==> src/rtl/page_repl_engine.sv <==
module page_repl_engine #(
  parameter int NFRAMES = 3,
  parameter int PAGE_W  = 8,
  parameter int RCNT_W  = 4,
  parameter int FCNT_W  = 16,
  localparam int IDX_W  = (NFRAMES > 1) ? $clog2(NFRAMES) : 1
) (
  input  logic              clk,
  input  logic              rst,
  input  logic              ref_valid,
  input  logic [PAGE_W-1:0] ref_page,
  input  logic [1:0]        policy,
  output logic              hit,
  output logic              fault,
  output logic              evict,
  output logic [IDX_W-1:0]  frame_idx,
  output logic [FCNT_W-1:0] fault_count
);
  localparam logic [1:0] POL_FIFO = 2'b00;
  localparam logic [1:0] POL_LRU  = 2'b01;
  localparam logic [1:0] POL_LFU  = 2'b10;

  logic [NFRAMES-1:0]             vld;
  logic [NFRAMES-1:0][PAGE_W-1:0] pg;
  logic [NFRAMES-1:0][IDX_W-1:0]  load_age;
  logic [NFRAMES-1:0][IDX_W-1:0]  use_age;
  logic [NFRAMES-1:0][RCNT_W-1:0] rcnt;

  logic             hit_any, free_any;
  logic [IDX_W-1:0] hit_i, free_i, vic_i, tgt;

  always_comb begin
    hit_any  = 1'b0;
    hit_i    = '0;
    free_any = 1'b0;
    free_i   = '0;
    vic_i    = '0;
    for (int i = 0; i < NFRAMES; i++) begin
      if (vld[i] && pg[i] == ref_page && !hit_any) begin
        hit_any = 1'b1;
        hit_i   = IDX_W'(i);
      end
      if (!vld[i] && !free_any) begin
        free_any = 1'b1;
        free_i   = IDX_W'(i);
      end
    end
    for (int i = 1; i < NFRAMES; i++) begin
      case (policy)
        POL_FIFO: if (load_age[i] > load_age[vic_i]) vic_i = IDX_W'(i);
        POL_LRU:  if (use_age[i]  > use_age[vic_i])  vic_i = IDX_W'(i);
        POL_LFU:  if (rcnt[i]     < rcnt[vic_i])     vic_i = IDX_W'(i);
        default:  if (rcnt[i]     > rcnt[vic_i])     vic_i = IDX_W'(i);
      endcase
    end
  end

  assign tgt = hit_any ? hit_i : (free_any ? free_i : vic_i);

  always_ff @(posedge clk) begin
    if (rst) begin
      vld         <= '0;
      pg          <= '0;
      load_age    <= '0;
      use_age     <= '0;
      rcnt        <= '0;
      hit         <= 1'b0;
      fault       <= 1'b0;
      evict       <= 1'b0;
      frame_idx   <= '0;
      fault_count <= '0;
    end else begin
      hit   <= ref_valid && hit_any;
      fault <= ref_valid && !hit_any;
      evict <= ref_valid && !hit_any && !free_any;
      if (ref_valid) begin
        frame_idx <= tgt;
        if (!hit_any && fault_count != '1) fault_count <= fault_count + 1'b1;
        for (int i = 0; i < NFRAMES; i++) begin
          if (IDX_W'(i) == tgt) begin
            use_age[i] <= '0;
            if (!hit_any) begin
              vld[i]      <= 1'b1;
              pg[i]       <= ref_page;
              load_age[i] <= '0;
              rcnt[i]     <= RCNT_W'(1);
            end else if (rcnt[i] != '1) begin
              rcnt[i] <= rcnt[i] + 1'b1;
            end
          end else if (vld[i]) begin
            if (!vld[tgt] || use_age[i] < use_age[tgt])
              use_age[i] <= use_age[i] + 1'b1;
            if (!hit_any && (!vld[tgt] || load_age[i] < load_age[tgt]))
              load_age[i] <= load_age[i] + 1'b1;
          end
        end
      end
    end
  end
endmodule


==> config.mk <==
export PLATFORM = sky130hd
export DESIGN_NAME = page_repl_engine
export DESIGN_NICKNAME = d
export VERILOG_FILES = /design/src/rtl/page_repl_engine.sv
export SDC_FILE = /design/constraint.sdc
export NUM_CORES = 1
export LEC_CHECK = 0
export ABC_AREA = 1
export BUFFER_PORTS_ARGS = -buffer_cell sky130_fd_sc_hd__buf_2
export CAP_MARGIN = 20
export CORE_MARGIN = 2
export CORE_UTILIZATION = 40
export DETAILED_ROUTE_END_ITERATION = 8
export GPL_TIMING_DRIVEN = 0
export HOLD_SLACK_MARGIN = 0.08
export PLACE_DENSITY = 0.67
export SLEW_MARGIN = 10
export SYNTH_ARGS = -nofsm -noshare
export SYNTH_HDL_FRONTEND = slang
export SYNTH_SLANG_ARGS = --single-unit
==> constraint.sdc <==
create_clock -name clk -period 3.3 [get_ports clk]
set_input_delay 0.165 -clock clk [delete_from_list [all_inputs] [get_ports clk]]
set_output_delay 0.165 -clock clk [all_outputs]
set_load 0.02 [all_outputs]
# ---- Word-level counts from Yosys, hierarchy flattened
# Cells that the tools add are included.
dict set report totals {
  wordCells 175
  ff_bits 72
}
dict set report classes {
  bitwise 1
  eq_ne 17
  n_addsub 10
  n_reduce_logical 52
  magnitude_cmp 16
  n_mux 59
}
# op n
set ops {}
lappend ops {{2-bit 2-to-1 mux} 31}
lappend ops {{4-bit 2-to-1 mux} 7}
lappend ops {{3-bit AND reduction} 9}
lappend ops {{8-bit == test} 3}
lappend ops {{2-bit nonzero test} 9}
lappend ops {{16-bit by 1-bit adder with 16-bit output (second input constant)} 1}
lappend ops {{2-bit binary-select mux with 2-bit select} 4}
lappend ops {{16-bit inequality test (second input constant)} 1}
lappend ops {{1-bit logical AND} 14}
lappend ops {{1-bit 2-to-1 mux} 13}
lappend ops {{2-bit by 1-bit adder with 2-bit output (second input constant)} 6}
lappend ops {{4-bit by 1-bit adder with 4-bit output (second input constant)} 3}
lappend ops {{2-bit < comparator} 6}
lappend ops {{4-bit inequality test (second input constant)} 3}
lappend ops {{2-bit one-hot mux with 3 select lines} 2}
lappend ops {{4-bit AND reduction} 3}
lappend ops {{4-bit binary-select mux with 2-bit select} 1}
lappend ops {{2-bit > comparator} 4}
lappend ops {{4-bit > comparator} 2}
lappend ops {{1-bit zero test} 8}
lappend ops {{4-bit < comparator} 2}
lappend ops {{1-bit logical OR} 6}
lappend ops {{2-bit by 3-bit < comparator with 1-bit output (second input constant)} 2}
lappend ops {{2-bit by 1-bit inequality test with 1-bit output (second input constant)} 3}
lappend ops {{other kinds (9)} 12}

# ---- Logic depth before layout (Yosys ltp)
# Gate-level depths: netlist of run 1.
dict set report logic_depth {
  depth_word 18
  depth_mapped 37
}

# ---- Least setup slack after synthesis of run 1
# No wires, ideal clock.
dict set report synth_timing {
  path_kind {reg2reg}
  start {register use_age[1] in the netlist's numbering}
  end {register load_age[3] in the netlist's numbering}
  setup_slack_ps -46
  arrival_ps 3215
  path_stages_with_launch 32
  required_ps 3169
  synth_period_minus_slack_ps 3346
  setup_ps 131
  cell_sequence {dfxtp_1 inv_1 ha_1 inv_1 o21bai_1 nand3_1 nand2_1 nor2_1 nand2_2 clkbuf_1 o21ai_0 ha_1 inv_1 o21bai_1 nand2_1 nand2_1 nand2_1 nand2_1 nand2_1 nand3_1 nand2_1 nand2_4 nand2_4 buf_6 a21oi_2 nand2_1 nor2_1 nand2_1 nand2_1 nand2_1 nand2_1 a21oi_2}
}
dict set report synth_between {
  elab_chain_len 17
  elab_cells_between_ends 34
  cone_classes {6 x order compare; 2 x eq/ne; 20 x mux; 6 x reduce/logical}
}
# item line
set synth_rtl {}
lappend synth_rtl {{start, declared} 26} ;# logic [NFRAMES-1:0][IDX_W-1:0] use_age;
lappend synth_rtl {{start signal, assigned by index} 92} ;# use_age[i] <= use_age[i] + 1'b1;
lappend synth_rtl {{2-bit > comparator} 51} ;# POL_LRU: if (use_age[i] > use_age[vic_i]) vic_i = IDX_W'(i);
lappend synth_rtl {{1-bit 2-to-1 mux} 51}
lappend synth_rtl {{2-bit one-hot mux with 3 select lines} 49} ;# case (policy)
lappend synth_rtl {{4-bit binary-select mux with 2-bit select, or another cell as far along} {52, 53}}
lappend synth_rtl {{4-bit 2-to-1 mux (not written as such), or another cell as far along} {52, 53}}
lappend synth_rtl {{4-bit > comparator, or another cell as far along} 53} ;# default: if (rcnt[i] > rcnt[vic_i]) vic_i = IDX_W'(i);
lappend synth_rtl {{2-bit 2-to-1 mux, on equally long branches} n/a}
lappend synth_rtl {{2-bit one-hot mux with 3 select lines *} 49}
lappend synth_rtl {{2-bit 2-to-1 mux * (2 in series)} 58} ;# assign tgt = hit_any ? hit_i : (free_any ? free_i : vic_i);
lappend synth_rtl {{2-bit binary-select mux with 2-bit select or 1-bit binary-select mux with 2-bit select (tied branches)} 93} ;# if (!hit_any && (!vld[tgt] || load_age[i] < load_age[tgt]))
lappend synth_rtl {{2-bit 2-to-1 mux (not written as such) or 1-bit 2-to-1 mux (tied branches)} 93}
lappend synth_rtl {{2-bit < comparator or 1-bit zero test (tied branches)} 93}
lappend synth_rtl {{1-bit logical OR} 93}
lappend synth_rtl {{1-bit logical AND} 93}
lappend synth_rtl {{2-bit nonzero test (no source line)} n/a}
lappend synth_rtl {{4-bit AND reduction (no source line)} n/a}
lappend synth_rtl {{end signal, assigned by index} 94} ;# load_age[i] <= load_age[i] + 1'b1;
lappend synth_rtl {{end, declared} 25} ;# logic [NFRAMES-1:0][IDX_W-1:0] load_age;
# Mark *: on every way between the ends. The rest lies on a longest branch, timed or not. The select of a mux whose other input is x is not followed.
# A chain may end at the register's enable or synchronous reset.

# ---- Worst setup path after layout of run 1
dict set report layout_timing {
  start {register rcnt[4] in the netlist's numbering}
  end {register use_age[3] in the netlist's numbering}
}
dict set report layout_between {
  elab_chain_len 16
  elab_cells_between_ends 34
  cone_classes {7 x order compare; 1 x eq/ne; 21 x mux; 5 x reduce/logical}
}
# item line
set layout_rtl {}
lappend layout_rtl {{start, declared} 27} ;# logic [NFRAMES-1:0][RCNT_W-1:0] rcnt;
lappend layout_rtl {{start signal, assigned by index} 88} ;# rcnt[i] <= rcnt[i] + 1'b1;
lappend layout_rtl {{4-bit > comparator or 4-bit < comparator (tied branches)} {53, 52}}
lappend layout_rtl {{1-bit 2-to-1 mux, on equally long branches} {53, 52}}
lappend layout_rtl {{2-bit one-hot mux with 3 select lines} 49}
lappend layout_rtl {{4-bit binary-select mux with 2-bit select, or another cell as far along} {52, 53}}
lappend layout_rtl {{4-bit 2-to-1 mux (not written as such), or another cell as far along} {52, 53}}
lappend layout_rtl {{4-bit > comparator, or another cell as far along} 53}
lappend layout_rtl {{2-bit 2-to-1 mux, on equally long branches} n/a}
lappend layout_rtl {{2-bit one-hot mux with 3 select lines *} 49}
lappend layout_rtl {{2-bit 2-to-1 mux * (2 in series)} 58}
lappend layout_rtl {{2-bit binary-select mux with 2-bit select or 1-bit binary-select mux with 2-bit select (tied branches)} 91} ;# if (!vld[tgt] || use_age[i] < use_age[tgt])
lappend layout_rtl {{2-bit 2-to-1 mux (not written as such) or 1-bit 2-to-1 mux (tied branches)} 91}
lappend layout_rtl {{2-bit < comparator or 1-bit zero test (tied branches)} 91}
lappend layout_rtl {{1-bit logical OR} 91}
lappend layout_rtl {{2-bit nonzero test (no source line)} n/a}
lappend layout_rtl {{3-bit AND reduction (no source line)} n/a}
# Marks and branches as above.

==> qor.txt, run 1 <==
status - finished, violations left
failing checks - setup timing
first-pass GRT wire length - 20.8 mm
Startpoint Class - flip-flop
crit path setup slack, layout - -0.306 ns
Final ANT Viol Nets - 0
Bufs on Longest Clock Path - 2
syn nets - 698
vias in the first global route - 4,437
Slew HR - 54.1%
max_cap viols - 0
Initial Util - 40.9%
Min Hold Slack - 0.118 ns
diode count - 0
largest net degree at the start of global routing - 14
Yosys reg bits - 72
cts bufs inserted - 9
crit path max-delay cell type - dfxtp_4
post-synthesis cell type count - 39
Die Ht - 109 um
routed vias/inst - 5.32
drt first pass iters - 6
latest clock arrival within the worst-skew pair - 0.37 ns
port bufs - 29
total gr overflow - 0
hold_sp - ref_page[4]
Synth Area per Inst - 6.66 um^2
Reg clk slew, reported paths - 0.08 ns
hold buffers post-CTS - 0
GPL Wtd Cong - 0.946
CP Max Fanout - 6
Slew Viols, Final - 0
dpl cells - 834
Syn-to-layout area delta - 32.1%
fin crit share - 109%
layout cells sized above 1 - 31.8%
antenna violations before repair - 0
Area contributors post-synth - dfxtp_1, nand2_1, inv_1, a21oi_1, ha_1
critical path's largest stage delay - 0.38 ns
cell count after synthesis - 665
Hold Path Stages - 3
Reg2Reg Depth - 32
worst path required time - 3.59 ns
worst path arrival time - 3.90 ns
drt wl/cell - 15.1 um
Top cell by count, worst path - nand2_1
total vias in the final route - 4,745
Reg2Reg Launch Point - rcnt[4]$_SDFFE_PP0P_
final hold violations - 0
RSZ-0062 raised after global routing - true
worst-case clock skew - 0.0112 ns
clock sink count - 72
minimum clock period - 3.61 ns
DP Wirelength - 8.73 mm
async set-reset flop share out of synthesis - 0%
Worst Setup Path Type - flip-flop to flip-flop
DR iter-0 viols - 288
final non-filler cell total - 892
Critical Path Start - rcnt[4]$_SDFFE_PP0P_
DR DRC count - 0
GRT Util Overall - 22.4%
final wirelength - 13.5 mm
Post-Syn Area - 4430 um^2
# IOs - 34
CTS root buf - clkbuf_8
Core Region - 10,800 um^2
Hold WC Path Type - input pin to flip-flop
number of synthesized flops with an enable pin - 0
most frequent cells in the layout - nand2_1, inv_1, dfxtp_1
Synth top area share - 32.5%
pwr dens - 420 nW/um^2
row count - 38
Worst setup EP type - flip-flop
Die Span X - 109 um
CTS tree - done
Synthesis Warnings - 0
Worst VDD drop - 0.000287 V
Slew @ Worst Pin - 0.688 ns
sequential area share after synthesis - 32.5%
die area - 11,900 um^2
final setup fails - 48
Nets - 780
LEAKAGE - 2.55 nW
H-tree depth - 3
Synth area leader - dfxtp_1
most common cell after layout, fill and taps aside - nand2_1
highest clock rate - 0.277 GHz
Main synth FF type - dfxtp_1
-- layout make-up --
type | instances | area [um^2]
Buffer | 20 | 159
Clock buffer | 10 | 138
Clock inverter | 6 | 115
Fill cell | 1014 | 4990
Inverter | 105 | 418
Multi-Input combinational cell | 468 | 2870
Sequential cell | 72 | 1470
Tap cell | 140 | 175
Timing Repair Buffer | 71 | 512
-- power breakdown --
part	leakage (nW)	switching (mW)	internal (mW)
Clock	0.123	0.368	0.527
Sequential	0.594	0.0350	0.904
Combinational	1.83	0.376	0.252
Total	2.55	0.778	1.68
-- flip-flops by register name, indices dropped and copies added, names as in the netlist --
name / count
fault_count: 16
frame_idx: 2
evict: 1
rcnt: 12
use_age: 6
load_age: 6
vld: 3
pg: 24
fault: 1
hit: 1
-- per-stage QoR --
stage               total power, mW  setup WS, ns  instance area, um^2  setup TNS, ns  util, %
finish                         2.46        -0.306                 5850          -6.33     54.0
global route                   2.58        -0.610                 5850         -19.73     54.0
CTS                            2.39        -0.227                 5500          -3.59     50.7
detailed placement             1.40        -0.754                 4750         -30.34     43.8
global placement               1.39        -0.646                 4750         -25.26     43.8
floorplan                      1.29        0.0272                 4430              0        -
-- repair_timing --
action                     in CTS  in global routing
cloned                          5                  1
setup endpoints to repair      53                 53
setup buffers                  24                 14
resized for setup              85                 78
hold endpoints to repair        0                  0
pin swaps                      27                 49
-- cells in the mapped netlist, types with 4 or more instances --
| library cell | n |
|---|---|
| a21oi_2 | 4 |
| a21oi_1 | 53 |
| o22ai_1 | 4 |
| nor2_1 | 61 |
| nand4_1 | 14 |
| nand2_2 | 9 |
| nand3_1 | 45 |
| inv_2 | 10 |
| clkbuf_1 | 7 |
| nor2_2 | 4 |
| buf_2 | 6 |
| xor2_1 | 7 |
| a31oi_1 | 6 |
| o21ai_0 | 46 |
| nand3_2 | 4 |
| inv_1 | 94 |
| nor4_1 | 6 |
| dfxtp_1 | 72 |
| nand2_1 | 140 |
| ha_1 | 20 |
| nor3_1 | 11 |
| xnor2_1 | 6 |
-- logic make-up (layout without fill, tap and decap cells) --
logic type	after synthesis	after routing	synth area share, %
DFF	72	72	32.5
buffers and inverters	125	212	11.5
and+or+nand+nor	310	310	32.4
AOI/OAI and AO/OA	125	125	15.3
xor gates and xnor gates	13	13	2.57
adders and majority gates	20	20	5.65
-- worst paths after layout --
check,end,slack (ns)
setup / recovery,use_age[3]$_SDFFE_PP0P_,-0.31
hold / removal,pg[4]$_SDFFE_PP0P_,0.12
setup reg to reg,use_age[3]$_SDFFE_PP0P_,-0.31
hold reg to reg,frame_idx[0]$_SDFFE_PP0P_,0.49
-- critical path: cells and delay by family, from the launching register on --
| family | cells | cell delay [ns] |
|---|---|---|
| simple gates | 23 | 1.89 |
| compound gates | 2 | 0.24 |
| flops | 1 | 0.38 |
| buf+inv | 5 | 0.58 |
| fa+ha+maj | 2 | 0.43 |
-- layer usage --
metal  track usage, %  vias up  part of all wire, %
met3             4.00       34                  6.4
li1                 -     2343                    -
met5                0        -                    0
met4             10.1        0                  2.5
met2             37.0      172                   49
met1             28.6     2196                   42
Power figures use the tool's default switching activity.
==> run 2, diff against run 1 <==
--- a/config.mk
+++ b/config.mk
@@ -13,7 +13,7 @@
 export DETAILED_ROUTE_END_ITERATION = 8
 export GPL_TIMING_DRIVEN = 0
 export HOLD_SLACK_MARGIN = 0.08
-export PLACE_DENSITY = 0.67
+export PLACE_DENSITY = 0.59
 export SLEW_MARGIN = 10
 export SYNTH_ARGS = -nofsm -noshare
 export SYNTH_HDL_FRONTEND = slang
==> qor.txt, run 2 (synthesis gave the netlist of run 1 again) <==
final setup fails - 41 (-15%)
Critical R2R Capture - use_age[2]$_SDFFE_PP0P_
fin util - 52.6% (-1.4 points)
largest net degree at the start of global routing - 13 (-1)
Slew @ Worst Pin - 0.704 ns (+0.0161 ns)
Initial Util - 40.9% (unchanged)
failing checks - setup timing
CTS root buf - clkbuf_8
Hold Path Stages - 3 (unchanged)
drt first pass iters - 7 (+1)
die area - 11,900 um^2 (unchanged)
clock sink count - 72 (unchanged)
Worst Hold Path EP - pg[12]$_SDFFE_PP0P_
GPL Wtd Cong - 0.900 (-4.8%)
max reg flops - 24 (unchanged)
Slew HR - 53.0% (-1.1 points)
highest clock rate - 0.284 GHz (+2.6%)
# IOs - 34 (unchanged)
worst path required time - 3.55 ns (-0.04 ns)
row count - 38 (unchanged)
antenna violations before repair - 0 (unchanged)
final hold violations - 0 (unchanged)
Die Span X - 109 um (unchanged)
Nets - 774 (-0.77%)
fin area - 5700 um^2 (-2.6%)
crit path setup slack, layout - -0.215 ns (+0.0910 ns)
LEAKAGE - 2.51 nW (-1.4%)
fillcell total - 1,025 (+1.1%)
Reg2Reg Launch Point - rcnt[3]$_SDFFE_PP0P_
flop-to-flop setup slack - -0.22 ns (+0.09 ns)
Worst setup EP type - flip-flop
critical path's largest stage delay - 0.35 ns (-0.03 ns)
drt wl/cell - 14.3 um (-5.1%)
CP Max Fanout - 5 (-1)
Worst VDD drop - 0.000209 V (-27%)
H-tree depth - 3 (unchanged)
Syn-to-layout area delta - 28.7%
Final ANT Viol Nets - 0 (unchanged)
minimum clock period - 3.52 ns (-0.0910 ns)
Core Region - 10,800 um^2 (unchanged)
Die Ht - 109 um (unchanged)
most frequent cells in the layout - nand2_1, inv_1, dfxtp_1
final non-filler cell total - 886 (-0.67%)
CTS tree - done
Post-DP Area - 4750 um^2 (unchanged)
max_cap viols - 0 (unchanged)
Reg clk slew, reported paths - 0.09 ns (about the same)
largest registers - pg (24), fault_count (16), rcnt (12)
worst path arrival time - 3.77 ns (-0.13 ns)
Critical Path Start - rcnt[3]$_SDFFE_PP0P_
RSZ-0062 raised after global routing - true
cts bufs inserted - 9 (unchanged)
status - finished, violations left
port bufs - 29 (unchanged)
hold_sp - ref_page[4]
vias in the first global route - 4,379 (-1.3%)
dpl cells - 834 (unchanged)
final wirelength - 12.7 mm (-5.7%)
DP Wirelength - 8.57 mm (-1.8%)
Top cell by count, worst path - nand2_1
total vias in the final route - 4,649 (-2.0%)
Bufs on Longest Clock Path - 2 (unchanged)
DR DRC count - 0 (unchanged)
layout cells sized above 1 - 28.4% (-3.4 points)
Reg2Reg Depth - 34 (+6.3%)
Hold WC Path Type - input pin to flip-flop
Startpoint Class - flip-flop
latest clock arrival within the worst-skew pair - 0.36 ns (about the same)
hold buffers post-CTS - 0 (unchanged)
pwr dens - 426 nW/um^2 (+1.3%)
GRT Util Overall - 22.3% (-0.17 points)
crit path max-delay cell type - dfxtp_2
Worst Setup Slack post-DPL - -0.832 ns (-0.0782 ns)
most common cell after layout, fill and taps aside - nand2_1
routed vias/inst - 5.25 (-1.4%)
Slew Viols, Final - 0 (unchanged)
Pwr Total - 2.43 mW (-1.4%)
worst-case clock skew - 0.0190 ns (+0.00777 ns)
Worst Setup Path Type - flip-flop to flip-flop
diode count - 0 (unchanged)
first-pass GRT wire length - 20.9 mm (+0.76%)
cell family with most CP delay - simple AND/OR/NAND/NOR gates
total gr overflow - 0 (unchanged)
fin crit share - 107% (-2.8 points)
DR iter-0 viols - 277 (-3.8%)
Biggest register - pg
buffers and inverters on the worst path - 5 (unchanged)
-- run 2: worst max-delay path by stage --
stage	to	slack, ns	cells past startpoint
floorplan	load_age[3]$_SDFFE_PP0P_	0.03	32
global placement	pg[21]$_SDFFE_PP0P_	-0.77	24
detailed placement	pg[21]$_SDFFE_PP0P_	-0.83	24
CTS	load_age[3]$_SDFFE_PP0P_	-0.22	33
global route	load_age[0]$_SDFFE_PP0P_	-0.52	34
finish	use_age[2]$_SDFFE_PP0P_	-0.22	34
-- run 2: cell type report --
type	instances	area (um^2)	area share, %
timing repair buffer	65	470	8.25
tap	140	175	3.07
buffer	20	168	2.94
clock inverter	5	104	1.82
sequential	72	1470	25.7
inverter	105	397	6.96
multi-input combinational	468	2780	48.8
clock buffer	11	141	2.48
-- run 2: metrics by stage --
step	TNS (ns)	hold WS (ns)
4_1_cts	-3.10	0.113
5_1_grt	-18.10	0.141
6_report	-5.38	0.115
2_1_floorplan	0	0.304
3_3_place_gp	-29.79	0.456
3_5_place_dp	-33.49	0.464
-- run 2: timing repair --
action,in CTS,in global routing
setup buffers,21,11
pin swaps,35,26
setup endpoints to repair,53,53
gates cloned,3,1
resized for setup,76,44
-- run 2: layer usage --
metal	track usage (%)	wire, um
met5	0	0
met4	6.24	145
met3	3.29	627
met2	37.1	6080
met1	30.1	5840
-- run 2: power by group --
part	internal [mW]	total [mW]	switching [mW]	leakage, nW
logic	0.239	0.589	0.350	1.80
registers	0.905	0.938	0.0332	0.593
clock network	0.524	0.900	0.376	0.124
-- run 2: worst reg2reg max path, delay by kind of cell, from the launching register on --
family / cells / cell delay [ns]
AO/OA/AOI/OAI: 1 / 0.08
adder cells (fa/ha/maj): 2 / 0.52
buffers and inverters: 5 / 0.55
flip-flops: 1 / 0.35
AND/OR/NAND/NOR: 26 / 1.91
==> run 3, diff against run 2 <==
--- a/config.mk
+++ b/config.mk
@@ -5,7 +5,6 @@
 export SDC_FILE = /design/constraint.sdc
 export NUM_CORES = 1
 export LEC_CHECK = 0
-export ABC_AREA = 1
 export BUFFER_PORTS_ARGS = -buffer_cell sky130_fd_sc_hd__buf_2
 export CAP_MARGIN = 20
 export CORE_MARGIN = 2
==> qor.txt, run 3 <==
status - finished, violations left
failing checks - setup timing
number of synthesized flops with an enable pin - 0 (unchanged)
antenna violations before repair - 0 (unchanged)
clock sink count - 72 (unchanged)
final setup fails - 53 (+29%)
fillcell total - 918 (-10%)
pwr dens - 372 nW/um^2 (-13%)
Die Ht - 108 um (-1.5%)
Reg2Reg Depth - 20 (-41%)
Slew Viols, Final - 0 (unchanged)
most common cell after layout, fill and taps aside - dfxtp_1
largest registers - pg (24), fault_count (16), rcnt (12)
largest net degree at the start of global routing - 16 (+3)
Startpoint Class - flip-flop
CP Max Fanout - 4 (-1)
fin util - 58.9% (+6.3 points)
worst-case clock skew - 0.0153 ns (-0.00363 ns)
top-count cell post-synth - dfxtp_1
cts bufs inserted - 9 (unchanged)
syn nets - 558 (-20%)
switching power - 695 uW (-8.4%)
most frequent cells in the layout - dfxtp_1, nor2_1, buf_4
Worst setup EP type - flip-flop
flop-to-flop setup slack - -1.10 ns (-0.88 ns)
final hold violations - 0 (unchanged)
dpl cells - 685 (-18%)
minimum clock period - 4.40 ns (+0.880 ns)
GPL Wtd Cong - 0.803 (-11%)
diode count - 0 (unchanged)
first-pass GRT wire length - 20.1 mm (-4.0%)
Min Hold Slack - 0.100 ns (-0.0144 ns)
fin crit share - 133% (+27 points)
internal power - 1.57 mW (-5.7%)
drt wl/cell - 17.6 um (+23%)
total gr overflow - 0 (unchanged)
Area contributors post-synth - dfxtp_1, ha_1, nand2_1, nor2_1, mux2i_1
cell count after synthesis - 525 (-21%)
Reg area - 1480 um^2 (+0.85%)
final non-filler cell total - 766 (-14%)
Bufs on Longest Clock Path - 2 (unchanged)
post-synthesis cell type count - 67 (+72%)
die area - 11,600 um^2 (-3.1%)
Hold Path Stages - 3 (unchanged)
Reg2Reg Launch Point - load_age[1]$_SDFFE_PP0P_
RSZ-0062 raised after global routing - true
Core Region - 10,400 um^2 (-4.3%)
Post-DP Area - 4740 um^2 (-0.26%)
row count - 37 (-2.6%)
Biggest register - pg
switching part of the total - 30.6% (-0.63 points)
Pwr Total - 2.27 mW (-6.5%)
Critical R2R Capture - use_age[3]$_SDFFE_PP0P_
most frequent cells after synthesis - dfxtp_1, nand2_1, nor2_1, a21oi_1
latest clock arrival within the worst-skew pair - 0.37 ns (about the same)
combinational power share - 22.7% (-1.6 points)
Hold WC Path Type - input pin to flip-flop
vias in the first global route - 4,091 (-6.6%)
Die Span X - 108 um (-1.5%)
Worst Setup Slack post-DPL - -1.11 ns (-0.278 ns)
Yosys reg bits - 72 (unchanged)
Slew @ Worst Pin - 0.948 ns (+0.244 ns)
final wirelength - 13.5 mm (+6.0%)
Slew HR - 36.6% (-16 points)
DP Wirelength - 8.20 mm (-4.4%)
Synthesis Warnings - 0 (unchanged)
layout cells sized above 1 - 41.0% (+13 points)
DR DRC count - 0 (unchanged)
highest clock rate - 0.228 GHz (-20%)
GRT Util Overall - 22.1% (-0.19 points)
crit path setup slack, layout - -1.10 ns (-0.880 ns)
CTS tree - done
DR iter-0 viols - 240 (-13%)
worst path arrival time - 4.69 ns (+0.92 ns)
Synth area leader - dfxtp_1
sequential area share after synthesis - 33.6% (+1.1 points)
hold_sp - ref_page[0]
port bufs - 24 (-17%)
Clock power frac - 37.0% (about the same)
Nets - 658 (-15%)
Worst Setup Path Type - flip-flop to flip-flop
LEAKAGE - 2.29 nW (-8.8%)
CTS root buf - clkbuf_8
routed vias/inst - 5.60 (+6.7%)
fin area - 6110 um^2 (+7.1%)
max reg flops - 24 (unchanged)
Initial Util - 41.4% (+0.50 points)
Synth top area share - 33.6% (+1.1 points)
Worst Hold Path EP - pg[16]$_SDFFE_PP0P_
max_cap viols - 0 (unchanged)
Final ANT Viol Nets - 0 (unchanged)
async set-reset flop share out of synthesis - 0% (unchanged)
Synth Area per Inst - 8.17 um^2 (+23%)
Worst VDD drop - 0.000224 V (+7.5%)
worst path required time - 3.60 ns (+0.05 ns)
# IOs - 34 (unchanged)
post-route setup TNS - -36.87 ns (-31.50 ns)
Syn-to-layout area delta - 42.3%
drt first pass iters - 5 (-2)
sequential share of power - 40.3% (+1.7 points)
H-tree depth - 3 (unchanged)
area occupied by multi-input gates - 3200 um^2 (+15%)
Reg clk slew, reported paths - 0.09 ns (about the same)
Post-Syn Area - 4290 um^2 (-3.2%)
Main synth FF type - dfxtp_1
total vias in the final route - 4,289 (-7.7%)
## run 3: changes by cell type after synthesis, sizes merged, moves of 7 or more
cell / before / now
nor2: 68 / 60
xor2: 7 / 22
clkbuf: 7 / 16
nand3: 49 / 18
nand2: 152 / 65
mux2i: 0 / 21
o21ai: 48 / 18
inv: 104 / 22
a21oi: 57 / 35
xnor2: 6 / 21
and3: 0 / 7
## run 3: cell families after synthesis
group	after synthesis	share of synthesized area, %
AND/OR/NAND/NOR	207	23.5
AO/OA/AOI/OAI	102	16.0
flip-flops	72	33.6
buffers and inverters	53	5.60
XOR/XNOR	43	8.78
multiplexers	24	5.69
adder cells (fa/ha/maj)	24	6.82
## run 3: worst max-delay path by stage
stage,start,endpoint,depth (start not counted),slack [ns]
2_1_floorplan,use_age[2]$_SDFFE_PP0P_,use_age[0]$_SDFFE_PP0P_,20,-0.68
3_3_place_gp,load_age[2]$_SDFFE_PP0P_,use_age[3]$_SDFFE_PP0P_,18,-1.06
3_5_place_dp,load_age[3]$_SDFFE_PP0P_,use_age[0]$_SDFFE_PP0P_,18,-1.11
4_1_cts,use_age[2]$_SDFFE_PP0P_,use_age[0]$_SDFFE_PP0P_,21,-0.85
5_1_grt,load_age[1]$_SDFFE_PP0P_,use_age[3]$_SDFFE_PP0P_,20,-1.20
6_report,load_age[1]$_SDFFE_PP0P_,use_age[3]$_SDFFE_PP0P_,20,-1.10
## run 3: metal layers
layer  vias to the layer above  track usage, %  wire length [um]
met5                         -               0                 0
met4                         0            9.89               420
met3                        35            4.60               916
met2                       162            35.7              6520
met1                      2048            28.3              5600
li1                       2044               -                 -
## run 3: what timing repair did
item / 4_1_cts / 5_1_grt
gates cloned: 2 / 0
setup endpoints to repair: 53 / 53
hold buffers: 1 / 0
gates resized for setup: 79 / 74
buffers inserted: 49 / 16
hold endpoints to repair: 2 / 0
pin swaps: 42 / 39
## run 3: power by group through the flow
stage | Clock, mW | Combinational [mW] | Sequential, mW
final | 0.840 | 0.514 | 0.914
after global routing | 0.886 | 0.548 | 0.918
after CTS | 0.849 | 0.431 | 0.913
after detailed placement | 0 | 0.324 | 0.939
after global placement | 0 | 0.319 | 0.938
after floorplan | 0 | 0.245 | 0.939
## run 3: worst max-delay path, stage by stage, from the launching register on
cell and delay [ns]:
dfxtp_4 0.39, inv_6 0.04, ha_4 0.21, a211oi_2 0.22, o21ai_1 0.13, o2111a_2 0.20, nor2_4 0.14, buf_6 0.13
buf_6 0.09, mux2i_1 0.19, ha_1 0.32, nor2b_4 0.17, o21ai_4 0.21, nand3_2 0.10, o21a_1 0.16, o31a_1 0.27
o2111a_2 0.32, o31ai_2 0.28, a31oi_1 0.17, or4b_1 0.48, a21oi_1 0.12
## run 3: layout make-up
class | count | area share [%]
Sequential cell | 72 | 24.2
Buffer | 29 | 3.28
Timing Repair Buffer | 90 | 11.8
Clock inverter | 7 | 1.76
Multi-Input combinational cell | 400 | 52.5
Tap cell | 136 | 2.79
Inverter | 23 | 1.70
Clock buffer | 9 | 2.03
